<file path="config.mk">
export PLATFORM = sky130hd
export DESIGN_NAME = vhost_mode_decoder
export DESIGN_NICKNAME = d
export VERILOG_FILES = /design/src/rtl/vhd_pkg.sv /design/src/rtl/vhd_ctrl.sv /design/src/rtl/vhd_datapath.sv /design/src/rtl/vhost_mode_decoder.sv
export SDC_FILE = /design/constraint.sdc
export NUM_CORES = 1
export LEC_CHECK = 0
export BUFFER_PORTS_ARGS = -buffer_cell sky130_fd_sc_hd__buf_2
export CAP_MARGIN = 0
export CORE_MARGIN = 3
export CORE_UTILIZATION = 44
export DETAILED_ROUTE_END_ITERATION = 10
export GPL_TIMING_DRIVEN = 0
export PLACE_DENSITY = 0.75
export SETUP_SLACK_MARGIN = 0.4
export SYNTH_ARGS = -nofsm -noshare
export SYNTH_HDL_FRONTEND = slang
export SYNTH_SLANG_ARGS = --single-unit
export TNS_END_PERCENT = 30
</file>
<file path="constraint.sdc">
create_clock -name clk -period 0.8 [get_ports clk]
set_clock_uncertainty 0.2 [all_clocks]
set_input_delay 0.16 -clock clk [delete_from_list [all_inputs] [get_ports clk]]
set_output_delay 0.16 -clock clk [all_outputs]
set_load 0.1 [all_outputs]
</file>
<file path="src/rtl/vhd_pkg.sv">
package vhd_pkg;

  localparam logic [1:0] LVL_EL0 = 2'd0;
  localparam logic [1:0] LVL_EL1 = 2'd1;
  localparam logic [1:0] LVL_EL2 = 2'd2;
  localparam logic [1:0] LVL_EL3 = 2'd3;

  localparam logic [1:0] CLS_EL1N  = 2'd0;
  localparam logic [1:0] CLS_EL2N  = 2'd1;
  localparam logic [1:0] CLS_ALIAS = 2'd2;
  localparam logic [1:0] CLS_OTHER = 2'd3;

  localparam logic [1:0] RGM_EL10 = 2'd0;
  localparam logic [1:0] RGM_EL2  = 2'd1;
  localparam logic [1:0] RGM_EL3  = 2'd2;

  localparam int BANK_W   = 3;
  localparam int BANK_EL1 = 0;
  localparam int BANK_EL2 = 1;
  localparam int BANK_COM = 2;

  typedef struct packed {
    logic useEl3Regime;
    logic useEl2Regime;
    logic hostLayout;
    logic hitEl1Bank;
    logic hitEl2Bank;
    logic hitComBank;
    logic undefAcc;
    logic forceEl2Route;
  } ctrlStrobe_t;

endpackage

</file>
<file path="src/rtl/vhd_ctrl.sv">
module vhd_ctrl
  import vhd_pkg::*;
(
  input  logic [1:0]  curLevel,
  input  logic        hostExtEn,
  input  logic        hostTrapGen,
  input  logic [1:0]  regClass,
  output ctrlStrobe_t strb
);

  logic isEl0, isEl1, isEl2, isEl3;
  logic redirect;

  assign isEl0 = (curLevel == LVL_EL0);
  assign isEl1 = (curLevel == LVL_EL1);
  assign isEl2 = (curLevel == LVL_EL2);
  assign isEl3 = (curLevel == LVL_EL3);

  // EL2 with host extension: EL1-named names move to EL2, alias opens
  assign redirect = isEl2 & hostExtEn;

  always_comb begin
    strb = '0;
    strb.useEl3Regime  = isEl3;
    strb.useEl2Regime  = isEl2 | (isEl0 & hostExtEn & hostTrapGen);
    strb.hostLayout    = hostExtEn;
    strb.forceEl2Route = isEl0 & hostTrapGen;
    case (regClass)
      CLS_EL1N: begin
        if (isEl0)         strb.undefAcc   = 1'b1;
        else if (redirect) strb.hitEl2Bank = 1'b1;
        else               strb.hitEl1Bank = 1'b1;
      end
      CLS_EL2N: begin
        if (isEl2 | isEl3) strb.hitEl2Bank = 1'b1;
        else               strb.undefAcc   = 1'b1;
      end
      CLS_ALIAS: begin
        if (redirect)      strb.hitEl1Bank = 1'b1;
        else               strb.undefAcc   = 1'b1;
      end
      default: strb.hitComBank = 1'b1;
    endcase
    if (isEl1) strb.forceEl2Route = 1'b0;
  end

endmodule

</file>
<file path="src/rtl/vhd_datapath.sv">
module vhd_datapath
  import vhd_pkg::*;
#(
  parameter int NUM_CLS = 3,
  parameter bit REG_OUT = 1'b1,
  localparam int TGT_W  = 2 * NUM_CLS
) (
  input  logic               clk,
  input  logic               rstN,
  input  ctrlStrobe_t        strb,
  input  logic [1:0]         curLevel,
  input  logic [NUM_CLS-1:0] routeBits,
  input  logic [NUM_CLS-1:0] monRoute,
  output logic [1:0]         regimeSel,
  output logic               twoRegion,
  output logic               asidEn,
  output logic [BANK_W-1:0]  bankSel,
  output logic               undefAcc,
  output logic [TGT_W-1:0]   intTgt
);

  logic [1:0]        regimeNxt;
  logic              layoutNxt;
  logic [BANK_W-1:0] bankNxt;
  logic [TGT_W-1:0]  tgtNxt;

  always_comb begin
    if (strb.useEl3Regime) begin
      regimeNxt = RGM_EL3;
      layoutNxt = 1'b0;
    end else if (strb.useEl2Regime) begin
      regimeNxt = RGM_EL2;
      layoutNxt = strb.hostLayout;
    end else begin
      regimeNxt = RGM_EL10;
      layoutNxt = 1'b1;
    end
  end

  always_comb begin
    bankNxt           = '0;
    bankNxt[BANK_EL1] = strb.hitEl1Bank;
    bankNxt[BANK_EL2] = strb.hitEl2Bank;
    bankNxt[BANK_COM] = strb.hitComBank;
  end

  for (genvar c = 0; c < NUM_CLS; c++) begin : g_route
    logic [1:0] rawTgt;
    always_comb begin
      if (monRoute[c])             rawTgt = LVL_EL3;
      else if (strb.forceEl2Route) rawTgt = LVL_EL2;
      else if (routeBits[c])       rawTgt = LVL_EL2;
      else                         rawTgt = LVL_EL1;
    end
    assign tgtNxt[2*c +: 2] = (rawTgt < curLevel) ? curLevel : rawTgt;
  end

  if (REG_OUT) begin : g_reg
    always_ff @(posedge clk or negedge rstN) begin
      if (!rstN) begin
        regimeSel <= '0;
        twoRegion <= 1'b0;
        asidEn    <= 1'b0;
        bankSel   <= '0;
        undefAcc  <= 1'b0;
        intTgt    <= '0;
      end else begin
        regimeSel <= regimeNxt;
        twoRegion <= layoutNxt;
        asidEn    <= layoutNxt;
        bankSel   <= bankNxt;
        undefAcc  <= strb.undefAcc;
        intTgt    <= tgtNxt;
      end
    end
  end else begin : g_comb
    assign regimeSel = regimeNxt;
    assign twoRegion = layoutNxt;
    assign asidEn    = layoutNxt;
    assign bankSel   = bankNxt;
    assign undefAcc  = strb.undefAcc;
    assign intTgt    = tgtNxt;
  end

endmodule

</file>
<file path="src/rtl/vhost_mode_decoder.sv">
module vhost_mode_decoder
  import vhd_pkg::*;
#(
  parameter int NUM_CLS = 3,
  parameter bit REG_OUT = 1'b1
) (
  input  logic                   clk,
  input  logic                   rstN,
  input  logic [1:0]             curLevel,
  input  logic                   hostExtEn,
  input  logic                   hostTrapGen,
  input  logic [NUM_CLS-1:0]     routeBits,
  input  logic [NUM_CLS-1:0]     monRoute,
  input  logic [1:0]             regClass,
  output logic [1:0]             regimeSel,
  output logic                   twoRegion,
  output logic                   asidEn,
  output logic [2:0]             bankSel,
  output logic                   undefAcc,
  output logic [2*NUM_CLS-1:0]   intTgt
);

  ctrlStrobe_t strb;

  vhd_ctrl u_ctrl (
    .curLevel    (curLevel),
    .hostExtEn   (hostExtEn),
    .hostTrapGen (hostTrapGen),
    .regClass    (regClass),
    .strb        (strb)
  );

  vhd_datapath #(
    .NUM_CLS (NUM_CLS),
    .REG_OUT (REG_OUT)
  ) u_dp (
    .clk       (clk),
    .rstN      (rstN),
    .strb      (strb),
    .curLevel  (curLevel),
    .routeBits (routeBits),
    .monRoute  (monRoute),
    .regimeSel (regimeSel),
    .twoRegion (twoRegion),
    .asidEn    (asidEn),
    .bankSel   (bankSel),
    .undefAcc  (undefAcc),
    .intTgt    (intTgt)
  );

endmodule

</file>
==> flow_summary.toml <==
[outcome]
outcome = "finished, violations left"
violations = "negative hold slack, negative setup slack"

[routing]
via_count = 643
drtIter0Drc = 17
viasPerCell = 6.12
wl_um = 2410
wl_per_cell_um = 22.9
drtPass1Iterations = 4
ant_nets = 0
drc = 0

[sta]
fmax_mhz = 699
timing_hold_violations_final = 23
rsz0062_at_grt = "true"
slew_viol_final = 0
worst_slack_ns = -0.630
hold_slack_ns = -0.454
layout_worst_path_cycle_share_pct = 179
worst_pin_slew_ns = 0.348
slew_headroom_pct = 76.8
setup_viol = 22
finalCriticalPeriod_ns = 1.43

[power]
swShare_pct = 40.6
netSwitchingPower_uw = 832
power.leakage_uw = 0.000511
powerDensity_nw_per_um2 = 1750
seq_power_share_pct = 36.2
pwr-share-clk_pct = 21.7
ir_drop_mv = 1.18
comb_power_share_pct = 42.1
p_int_uw = 1220

[global_route]
grt_pass1_wl_um = 2550
grt_overflow = 0
grt_pass1_vias = 591
grt_max_degree = 14
antenna_found_initial = 0
grt_usage_pct = 18.8

[finish]
instances_no_fill = 105
area_growth_pct = 87.2
drive_above_1_share_pct = 67.0
insertedDiodeCount = 0
stdcell_area_um2 = 1170
fin_nets = 112
fillers = 24
final_util_pct = 96.3

[clocking]
clockRootBuffer = "clkbuf_4"
clkSlewWorstSetupHoldPaths_ns = 0.09
cts_buffers = 3
clockBufferDepth = 2
numClockSinks = 13
htree_num_levels = 1
cts_tree = "built"

[die]
rows = 12
initial_core_util_pct = 51.4
pin_count = 28
core_area_um2 = 1220
die_w_um = 43.7
die_h_um = 43.7
design.die.area_um2 = 1910

[setup_path]
required_ns = 0.78
critPathArrivalTime_ns = 1.41
cp_max_fo = 6
worstSetupPathType = "input port to flip-flop"
start_kind = "input port"
crit_path_start = "hostTrapGen"
crit_path_end_kind = "flip-flop"

[synth]
yosysSeqAreaShare_pct = 52.0
avgSynthCellArea_um2 = 10.8
yosysWarnings = 0
synth.area.top_cells = "dfrtp_1 (52%), ha_1 (12%), inv_1 (4.2%)"
synthFlopType = "dfrtp_1"
synth_edf_count = 0
yosysMostFrequentCell = "dfrtp_1"
synth-seq-cells = 13
yosysTopAreaCell = "dfrtp_1"
ys_types = 18
netlist_area_um2 = 626
syn_inst = 58
synthArstFlopShare_pct = 100
syn_nets = 78
netlist.area_leader.share_pct = 52.0
netlist_top_cells_count = "dfrtp_1 (13), inv_1 (7), ha_1 (6), nor2_1 (5)"

[placed_design]
place_hpwl_um = 944
dpl_worst_slack_ns = -0.899
io_buffers = 27
placed_cell_area_um2 = 800
dp_cells = 99
gp_congestion = 0.780

[job]
cap_viol_max_count = 0

[worst_hold_path]
hp-class = "input port to asynchronous set/reset pin"
[routing by layer]
layer	part of all wire [%]	vias up	GRT usage, %
li1	-	263	-
met1	38	320	20.4
met2	48	46	29.1
met3	7.0	14	5.81
met4	6.2	0	16.3
met5	0	-	0
[final timing paths]
kind / endpoint / slack (ns) / depth (start not counted)
min in group clk: u_dp.bankSel[0] / -0.19 / 2
hold / removal: u_dp.bankSel[0] / -0.45 / 1
setup / recovery: u_dp.intTgt[0] / -0.63 / 6
max in group asynchronous: u_dp.bankSel[1] / 0.59 / 1
[placed cells by master, fill, tap and decap left out, drive strengths merged, types with 3 or more instances in the layout]
cell / count
or3: 3
dfrtp: 13
o21ai: 3
ha: 6
inv: 6
clkbuf: 4
a21oi: 3
buf: 30
or2b: 3
o311ai: 3
nor2: 5
[power by group through the flow]
stage	Clock, uW	Combinational [uW]	Sequential, uW
after floorplan	0	134	1060
after CTS	400	747	736
after global routing	488	892	746
after global placement	0	588	729
after detailed placement	0	598	730
final	444	864	742
[critical path, stage by stage]
cell	delay [ns]
buf_6	0.09
nor3b_4	0.17
or3_4	0.36
ha_4	0.29
nor2_2	0.04
o311ai_1	0.30
[stage by stage]
step | TNS, ns | hold WS [ns] | total power, uW
detailed placement | -9.61 | -0.140 | 1330
finish | -9.40 | -0.454 | 2050
global placement | -9.35 | -0.146 | 1320
CTS | -8.53 | -0.432 | 1880
global route | -9.88 | -0.455 | 2130
floorplan | -8.20 | -0.336 | 1200
[flip-flops by register name, indices dropped and copies added (netlist names)]
name / cells
u_dp.bankSel: 3
u_dp.undefAcc: 1
u_dp.intTgt: 6
u_dp.twoRegion: 1
u_dp.regimeSel: 2
[cells by family (layout without fill, tap and decap cells)]
group / after synthesis / count (layout) / share of synthesized area [%]
buffers and inverters: 8 / 41 / 5.40
and+or+nand+nor: 20 / 20 / 19.2
DFF: 13 / 13 / 52.0
adders and majority gates: 6 / 6 / 12.0
AOI/OAI and AO/OA: 11 / 11 / 11.4
[layout make-up]
type	instances	area, um^2	share of cell area, %
buffer	1	11.3	0.962
clock buffer	4	26.3	2.24
inverter	7	30.0	2.56
multi-input combinational	37	370	31.6
sequential	13	340	29.1
tap	14	17.5	1.50
timing repair buffer	29	375	32.1
[what timing repair did]
| item | 4_1_cts | 5_1_grt |
|---|---|---|
| pin swaps | 6 | 7 |
| endpoints found under the hold margin | 23 | 23 |
| resized for setup | 62 | 24 |
| endpoints found under the setup margin | 27 | 27 |
| buffers inserted | 1 | 1 |
(Power assumes the default switching activity.)
